**src/rtl/flag_alu.sv**
```systemverilog
module flag_alu #(
  parameter int W = 32
) (
  input  logic         clk,
  input  logic         rst,
  input  logic         op_valid,
  input  logic [4:0]   opcode,
  input  logic [W-1:0] opnd_a,
  input  logic [W-1:0] opnd_b,
  input  logic [7:0]   shamt,
  input  logic         set_flags,
  output logic [W-1:0] result,
  output logic         wr_en,
  output logic [3:0]   flags
);
  localparam int LB = $clog2(W);
  localparam logic [4:0] OP_ADD = 5'd0,  OP_ADC = 5'd1,  OP_SUB = 5'd2,  OP_SBC = 5'd3;
  localparam logic [4:0] OP_RSB = 5'd4,  OP_MUL = 5'd5,  OP_AND = 5'd6,  OP_ORR = 5'd7;
  localparam logic [4:0] OP_EOR = 5'd8,  OP_BIC = 5'd9,  OP_MVN = 5'd10, OP_LSL = 5'd11;
  localparam logic [4:0] OP_LSR = 5'd12, OP_ASR = 5'd13, OP_ROR = 5'd14, OP_CMP = 5'd15;
  localparam logic [4:0] OP_CMN = 5'd16, OP_TST = 5'd17;

  logic [W-1:0] add_x, add_y, val, ror_r;
  logic         add_ci, c_nx, v_nx, writes, known;
  logic [W:0]   sum, lsl_w, lsr_w;
  logic signed [W:0] asr_w;
  logic [LB-1:0] ror_n;
  wire          c_cur = flags[1];
  wire          v_cur = flags[0];

  always_comb begin
    add_x  = opnd_a;
    add_y  = opnd_b;
    add_ci = 1'b0;
    case (opcode)
      OP_ADC:         add_ci = c_cur;
      OP_SUB, OP_CMP: begin add_y = ~opnd_b; add_ci = 1'b1; end
      OP_SBC:         begin add_y = ~opnd_b; add_ci = c_cur; end
      OP_RSB:         begin add_x = opnd_b; add_y = ~opnd_a; add_ci = 1'b1; end
      default: ;
    endcase
  end

  assign sum   = {1'b0, add_x} + {1'b0, add_y} + {{W{1'b0}}, add_ci};
  assign lsl_w = {1'b0, opnd_a} << shamt;
  assign lsr_w = {opnd_a, 1'b0} >> shamt;
  assign asr_w = $signed({opnd_a, 1'b0}) >>> shamt;
  assign ror_n = shamt[LB-1:0];
  assign ror_r = (opnd_a >> ror_n) | (opnd_a << (W - int'(ror_n)));
  wire   add_v = (add_x[W-1] == add_y[W-1]) && (sum[W-1] != add_x[W-1]);
  wire   sh0   = (shamt == 8'd0);

  always_comb begin
    val    = '0;
    c_nx   = c_cur;
    v_nx   = v_cur;
    writes = 1'b1;
    known  = 1'b1;
    case (opcode)
      OP_ADD, OP_ADC, OP_SUB, OP_SBC, OP_RSB, OP_CMP, OP_CMN: begin
        val  = sum[W-1:0];
        c_nx = sum[W];
        v_nx = add_v;
        writes = !(opcode == OP_CMP || opcode == OP_CMN);
      end
      OP_MUL: val = opnd_a * opnd_b;
      OP_AND: val = opnd_a & opnd_b;
      OP_TST: begin val = opnd_a & opnd_b; writes = 1'b0; end
      OP_ORR: val = opnd_a | opnd_b;
      OP_EOR: val = opnd_a ^ opnd_b;
      OP_BIC: val = opnd_a & ~opnd_b;
      OP_MVN: val = ~opnd_b;
      OP_LSL: begin val = lsl_w[W-1:0]; if (!sh0) c_nx = lsl_w[W]; end
      OP_LSR: begin val = lsr_w[W:1];   if (!sh0) c_nx = lsr_w[0]; end
      OP_ASR: begin val = asr_w[W:1];   if (!sh0) c_nx = asr_w[0]; end
      OP_ROR: begin
        val = sh0 ? opnd_a : ror_r;
        if (!sh0) c_nx = ror_r[W-1];
      end
      default: begin known = 1'b0; writes = 1'b0; end
    endcase
  end

  wire do_wr  = op_valid && known && writes;
  wire upd_fl = op_valid && known && (set_flags || !writes);

  assign wr_en  = do_wr;
  assign result = do_wr ? val : '0;

  always_ff @(posedge clk) begin
    if (rst)          flags <= 4'b0000;
    else if (upd_fl)  flags <= {val[W-1], (val == '0), c_nx, v_nx};
  end

  a_r7_hold_without_request: assert property (@(posedge clk) disable iff (rst)
    (!op_valid || opcode > 5'd17 || (!set_flags && opcode < 5'd15)) |=> $stable(flags));
  a_r8_compare_no_write: assert property (@(posedge clk) disable iff (rst)
    (op_valid && opcode >= 5'd15 && opcode <= 5'd17) |-> (!wr_en && result == '0));
  a_r9_unused_no_write: assert property (@(posedge clk) disable iff (rst)
    (opcode > 5'd17 || !op_valid) |-> !wr_en);
  a_r7_nz_follow_result: assert property (@(posedge clk) disable iff (rst)
    (op_valid && set_flags && opcode < 5'd15) |=>
      (flags[3] == $past(result[W-1]) && flags[2] == ($past(result) == '0)));
  a_r7_keep_v: assert property (@(posedge clk) disable iff (rst)
    (op_valid && opcode >= 5'd5 && opcode <= 5'd14) |=> flags[0] == $past(flags[0]));
  a_r6_zero_shift_keeps_c: assert property (@(posedge clk) disable iff (rst)
    (op_valid && opcode >= 5'd11 && opcode <= 5'd14 && shamt == 8'd0) |=> flags[1] == $past(flags[1]));
endmodule

```
**config.mk**
```make
export PLATFORM = sky130hd
export DESIGN_NAME = flag_alu
export DESIGN_NICKNAME = d
export VERILOG_FILES = /design/src/rtl/flag_alu.sv
export SDC_FILE = /design/constraint.sdc
export NUM_CORES = 2
export LEC_CHECK = 0
export BUFFER_PORTS_ARGS = -buffer_cell sky130_fd_sc_hd__clkbuf_2
export CORE_ASPECT_RATIO = 1.25
export CORE_UTILIZATION = 65
export DETAILED_ROUTE_END_ITERATION = 7
export GPL_TIMING_DRIVEN = 0
export HOLD_SLACK_MARGIN = 0.1
export PLACE_DENSITY = 0.83
export SLEW_MARGIN = 25
export SYNTH_ARGS = -nofsm -noshare
export SYNTH_HDL_FRONTEND = slang
export SYNTH_SLANG_ARGS = --single-unit
```
**constraint.sdc**
```tcl
create_clock -name clk -period 11 [get_ports clk]
set_input_delay 0.55 -clock clk [delete_from_list [all_inputs] [get_ports clk]]
set_output_delay 0.55 -clock clk [all_outputs]
set_load 0.02 [all_outputs]
```
==> results list, run 1 <==
- Count of buffers from port buffering: 105
- Synthesized area: between 0.02 and 0.03 sq mm
* Sequential area share after synthesis: 0.00287
* Buffers inserted by post-CTS timing repair: 0
- Proportion of register bits with asynchronous set or reset after synthesis: 0
- Stage at which the flow ended: global routing (5_1_grt)
- Gr ovfl total: about 920
- The netlist uses between 90 and 100 different library cells.
* Total global-route track usage: 0.843
- Count of hold buffers inserted by post-cts repair: 0
- The longest clock path from root to sink contains 2 buffers.
- The number of nets in the synthesized netlist is around 4400.
- Boundary pin count: around 120
- CTS sink count: 4
- Yosys mapped a number of flops with a built-in enable equal to 0.
- The via count of the first global-routing pass was ~38000.
- Buffers inserted during clock tree synthesis total 3.
* Predominant post-synthesis flop cell: sky130_fd_sc_hd__dfxtp_1
- The Yosys step of the flow raised 0 warnings.
* Die height: around 230 microns
- Average cell area after synthesis: about 7.5 sq um
* Synthesized flop and latch total: 4
- Overall die width: between 150 and 200 microns
- Status: did not finish
- After technology mapping, the gate count stands at around 3700.
* Error text reported by the tool: [ERROR GRT-0116] Global routing finished with congestion. Check the congestion regions in the DRC Viewer.
- Std-Cell Rows: between 80 and 90
* Dpl hpwl: 125 mm
* Global-route wire length before repair: approximately 280 mm
- Entering global routing, the biggest net connects 20 pins.
- In this run the number of H-tree levels came out at 1.
- The initial utilization of the core area, before any placement, comes to 0.661.
- The tree is rooted in a sky130_fd_sc_hd__clkbuf_16.
* Routability Congestion: 1.39
[per-layer routing]
metal  GRT usage  overflow
met4       0.884       316
met5       0.324         4
met3       0.694        15
met1       0.818         9
met2        1.02       578
[stage by stage]
| stage | worst slack, ns | cell area [sq um] | instances | setup TNS (ns) |
|---|---|---|---|---|
| after floorplan | 2.41 | 27900 | 3732 | 0 |
| after global placement | -0.283 | 29200 | 4396 | -0.283 |
| after detailed placement | -0.388 | 29200 | 4397 | -0.517 |
| after CTS | 0.0334 | 29300 | 4396 | 0 |
[cells by family after synthesis]
group           after synthesis  synth area share
flops                         4           0.00287
compound gates              836             0.193
buf+inv                     765             0.106
fa+ha+maj                   613             0.385
mux                         179            0.0930
xor+xnor                    101            0.0319
simple gates               1234             0.189
[repair_timing]
item                                   4_1_cts
setup endpoints to repair                    3
gates resized for setup                      2
endpoints found under the hold margin        0
[synthesized netlist by cell type (all sizes together), types with 37 or more instances]
cell | count | area, sq um
a21oi | 226 | 1130
nand3 | 54 | 270
a211oi | 37 | 278
o21ai | 220 | 1100
o22ai | 45 | 282
mux2i | 79 | 791
fa | 410 | 8210
xnor2 | 72 | 638
buf | 83 | 408
nand2 | 496 | 1860
ha | 203 | 2540
nor3 | 46 | 235
mux4 | 60 | 1360
clkbuf | 202 | 759
mux2 | 40 | 450
nor2 | 472 | 1770
inv | 460 | 1730
==> inputs of run 2 (changes only) <==
--- a/config.mk
+++ b/config.mk
@@ -6,12 +6,10 @@
 export NUM_CORES = 2
 export LEC_CHECK = 0
 export BUFFER_PORTS_ARGS = -buffer_cell sky130_fd_sc_hd__clkbuf_2
-export CORE_ASPECT_RATIO = 1.25
-export CORE_UTILIZATION = 65
+export CORE_UTILIZATION = 40
 export DETAILED_ROUTE_END_ITERATION = 7
 export GPL_TIMING_DRIVEN = 0
-export HOLD_SLACK_MARGIN = 0.1
-export PLACE_DENSITY = 0.83
+export PLACE_DENSITY_LB_ADDON = 0.15
 export SLEW_MARGIN = 25
 export SYNTH_ARGS = -nofsm -noshare
 export SYNTH_HDL_FRONTEND = slang
==> results list, run 2 <==
- Worst slew slack as a fraction of its limit: 0.155
* Worst min path class: reg -> reg
- Area of the die: 0.0709 sq mm
* Count of buffers from port buffering: 105 (unchanged)
- In the routed layout, each cell is associated on average with a via count of ~6.6.
- Post-route clock skew: 0.00289 ns
- ANT nets after route: 0
* Number of buffers added by the clock tree synthesis step: 3 (unchanged)
- In this design, the stage delay of the slowest critical-path cell is about 0.60 ns.
* Top cells by area, synth: sky130_fd_sc_hd__fa_1 (29%), sky130_fd_sc_hd__ha_1 (9.1%), sky130_fd_sc_hd__nand2_1 (6.7%)
- The slowest stage of the critical path is the sky130_fd_sc_hd__xnor2_1 cell.
- Across every metal layer, demand over resource in global routing totals 0.496.
- Setup repair after global routing missed its margin: true
- The maximum buffer depth of the clock tree was 2 (unchanged).
- Leaving out fill and tap cells, the most frequent cell in the layout is sky130_fd_sc_hd__nand2_1.
* YS warnings: 0 (unchanged)
- The count of cells in the finished layout, fillers not included, comes to roughly 4800.
- The critical path is of the in -> out type.
- Register containing the most flip-flops in the final layout: flags
- # fillers: approximately 7400
* Number of enable flip-flop cells after synthesis: 0 (unchanged)
* Starting density of the core: 0.406 (-0.255)
- Sum of negative setup slack: -0.105 ns
* Element type at the critical path start: primary input
* Root Buffer Master: sky130_fd_sc_hd__clkbuf_16
* Predominant post-synthesis flop cell: sky130_fd_sc_hd__dfxtp_1
* Dpl hpwl: 147 mm (+18%)
- The routed design has between 150 and 200 mm of wire.
- The most common cell in the synthesized netlist is sky130_fd_sc_hd__nand2_1.
- Most frequent cells in the layout: sky130_fd_sc_hd__nand2_1 (496), sky130_fd_sc_hd__nor2_1 (471), sky130_fd_sc_hd__inv_1 (455), sky130_fd_sc_hd__fa_1 (410), sky130_fd_sc_hd__a21oi_1 (225)
- The horizontal die dimension was 266 microns (+42%).
* Sequential area share after synthesis: 0.00287 (unchanged)
- Synthesized flop and latch total: 4 (unchanged)
* Routability Congestion: 1.13 (-18%)
- For this run the aggregate overflow at the end of global routing stands at 0.
- Entering global routing, the biggest net connects 20 pins.
- The largest total area in the synthesized netlist belongs to sky130_fd_sc_hd__fa_1.
* Area growth from synthesis to layout: 6.98%
- Element type at the critical path end: primary output
- Worst endpoint required time: roughly 10 ns
* Skew-Pair Late Insertion Delay: between 0.2 and 0.25 ns
- Buffers inserted by post-CTS timing repair: 0 (unchanged)
* Final Hold Fails: 0
* CP dominant cell by count: sky130_fd_sc_hd__fa_1
* Instance count of the mapped netlist: 3732 (unchanged)
- CTS sink count: 4 (unchanged)
- Slew Limit Fails: 0
- STA puts the critical path data arrival time at between 10 and 15 ns.
- Status: complete, but fails checks
* Fraction of post-synthesis cell area in the top cell type by area: 0.294 (unchanged)
- Global-route wire length before repair: about 240 mm
- Synthesized area: 0.0279 sq mm (unchanged)
- Final critical-path setup slack: -0.0898 ns
- After clock tree synthesis, the clock-pin slew on the worst setup and hold paths is about 0.030 ns.
- In the final layout, flip-flops and latches occupy about 80 sq um.
- The CTS H-tree depth is 1 (unchanged).
- The die height was 266 microns (+14%).
- Average cell area after synthesis: 7.49 sq um (unchanged)
- Summing all multi-input logic gate instances after layout gives roughly 0.025 sq mm.
- Remaining DRCs: 0
* Boundary pin count: 118 (unchanged)
- Of the available clock period, the critical path in the final layout requires 1.01.
- Drt wl/cell: about 37 microns
- First drt pass iteration count: 6
* Via count: about 32000
- The checks that failed: setup timing.
- The placed cell count was 4771 (+8.5%).
* Flip-flop count of the largest register after layout: 4
* Std-Cell Rows: 96 (+14%)
* Clock period minus final worst setup slack: approximately 11 ns
- Max Cap Violations: 0
- Of all nets on the critical path, the largest fanout is 12.
- Number of global-route vias before repair: just over 30000
* Distinct cell type count after synthesis: 93 (unchanged)
* Registers with the highest flip-flop counts: flags: 4 flops
- Highest clock rate: roughly 0.090 GHz
* First-iteration detailed-routing DRC count: 4461
- Setup violations remaining at the end of the flow were counted as 2.
- By count the netlist is led by sky130_fd_sc_hd__nand2_1 (496), sky130_fd_sc_hd__nor2_1 (472), sky130_fd_sc_hd__inv_1 (455).
- The net count of the finished layout is approximately 4500.
* Ratio of cells with drive above 1 in the final layout: 0.0845
- Antenna violations before repair: 15
- At the pin with the least slew margin, the transition time is ~1.3 ns.
* Post-Place Worst Slack: -0.904 ns (-0.516 ns)
- TritonCTS built the clock tree.
* Number of nets in the synthesized netlist: 4426 (unchanged)
- CORE AREA: 0.0688 sq mm
- Proportion of register bits with asynchronous set or reset after synthesis: 0 (unchanged)
## run 2: cell counts after synthesis
No cell type changed its count.
## run 2: logic make-up (layout without fill, tap and decap cells)
group,count (synthesis),after routing,share of synthesized area
other,0,10,0
multiplexers,179,179,0.0930
adder cells (fa/ha/maj),613,613,0.385
AO/OA/AOI/OAI,836,836,0.193
flip-flops,4,4,0.00287
buffers and inverters,765,866,0.106
XOR/XNOR,101,101,0.0319
AND/OR/NAND/NOR,1234,1234,0.189
## run 2: metrics by stage
step	cell area, sq um	util	hold slack [ns]
final	29900	0.434	0.498
after global routing	29900	0.434	0.529
after CTS	29900	0.434	0.497
after detailed placement	29800	0.433	0.492
after global placement	29600	0.431	0.460
after floorplan	27900	-	0.543
## run 2: path summary, 6_finish.rpt
check | start | depth (start not counted) | slack, ns | to
worst max-delay path | opnd_a[5] | 32 | -0.09 | result[31]
worst max register to register | flags[1]$_SDFFE_PP0P_ | 20 | 4.91 | flags[2]$_SDFFE_PP0P_
worst min register to register | flags[0]$_SDFFE_PP0P_ | 2 | 0.50 | flags[0]$_SDFFE_PP0P_
worst min-delay path | flags[0]$_SDFFE_PP0P_ | 2 | 0.50 | flags[0]$_SDFFE_PP0P_
## run 2: worst max-delay path: cells and delay by family
family | cells | cell delay (ns)
fa+ha+maj | 9 | 3.67
buf+inv | 12 | 2.67
compound gates | 5 | 1.84
simple gates | 5 | 1.16
xor+xnor | 1 | 0.60
## run 2: area by class of cell
| type | count | area share |
|---|---|---|
| Clock buffer | 3 | 0.00251 |
| Antenna cell | 10 | 0.000837 |
| Sequential cell | 4 | 0.00268 |
| Buffer | 275 | 0.0392 |
| Inverter | 480 | 0.0605 |
| Tap cell | 931 | 0.0390 |
| Timing Repair Buffer | 108 | 0.0197 |
| Multi-Input combinational cell | 2963 | 0.836 |
## run 2: repair_timing
action                     4_1_cts  5_1_grt
pin swaps                        0        0
gates resized for setup          7        5
hold buffers                     0        0
setup endpoints to repair        7        4
## run 2: per-layer routing
layer / track usage / routed length, microns / part of all wire / vias to the layer above
met5: 0 / 114 / 0.00064 / -
met4: 0.350 / 16100 / 0.090 / 18
met3: 0.170 / 23900 / 0.13 / 712
met2: 0.698 / 70800 / 0.40 / 2551
met1: 0.631 / 67300 / 0.38 / 15700
li1: - / - / - / 12800
Power of run 2 is left out: the tool's default activity adds up to more than one toggle a clock period on the data nets, which glitch-free logic cannot reach.
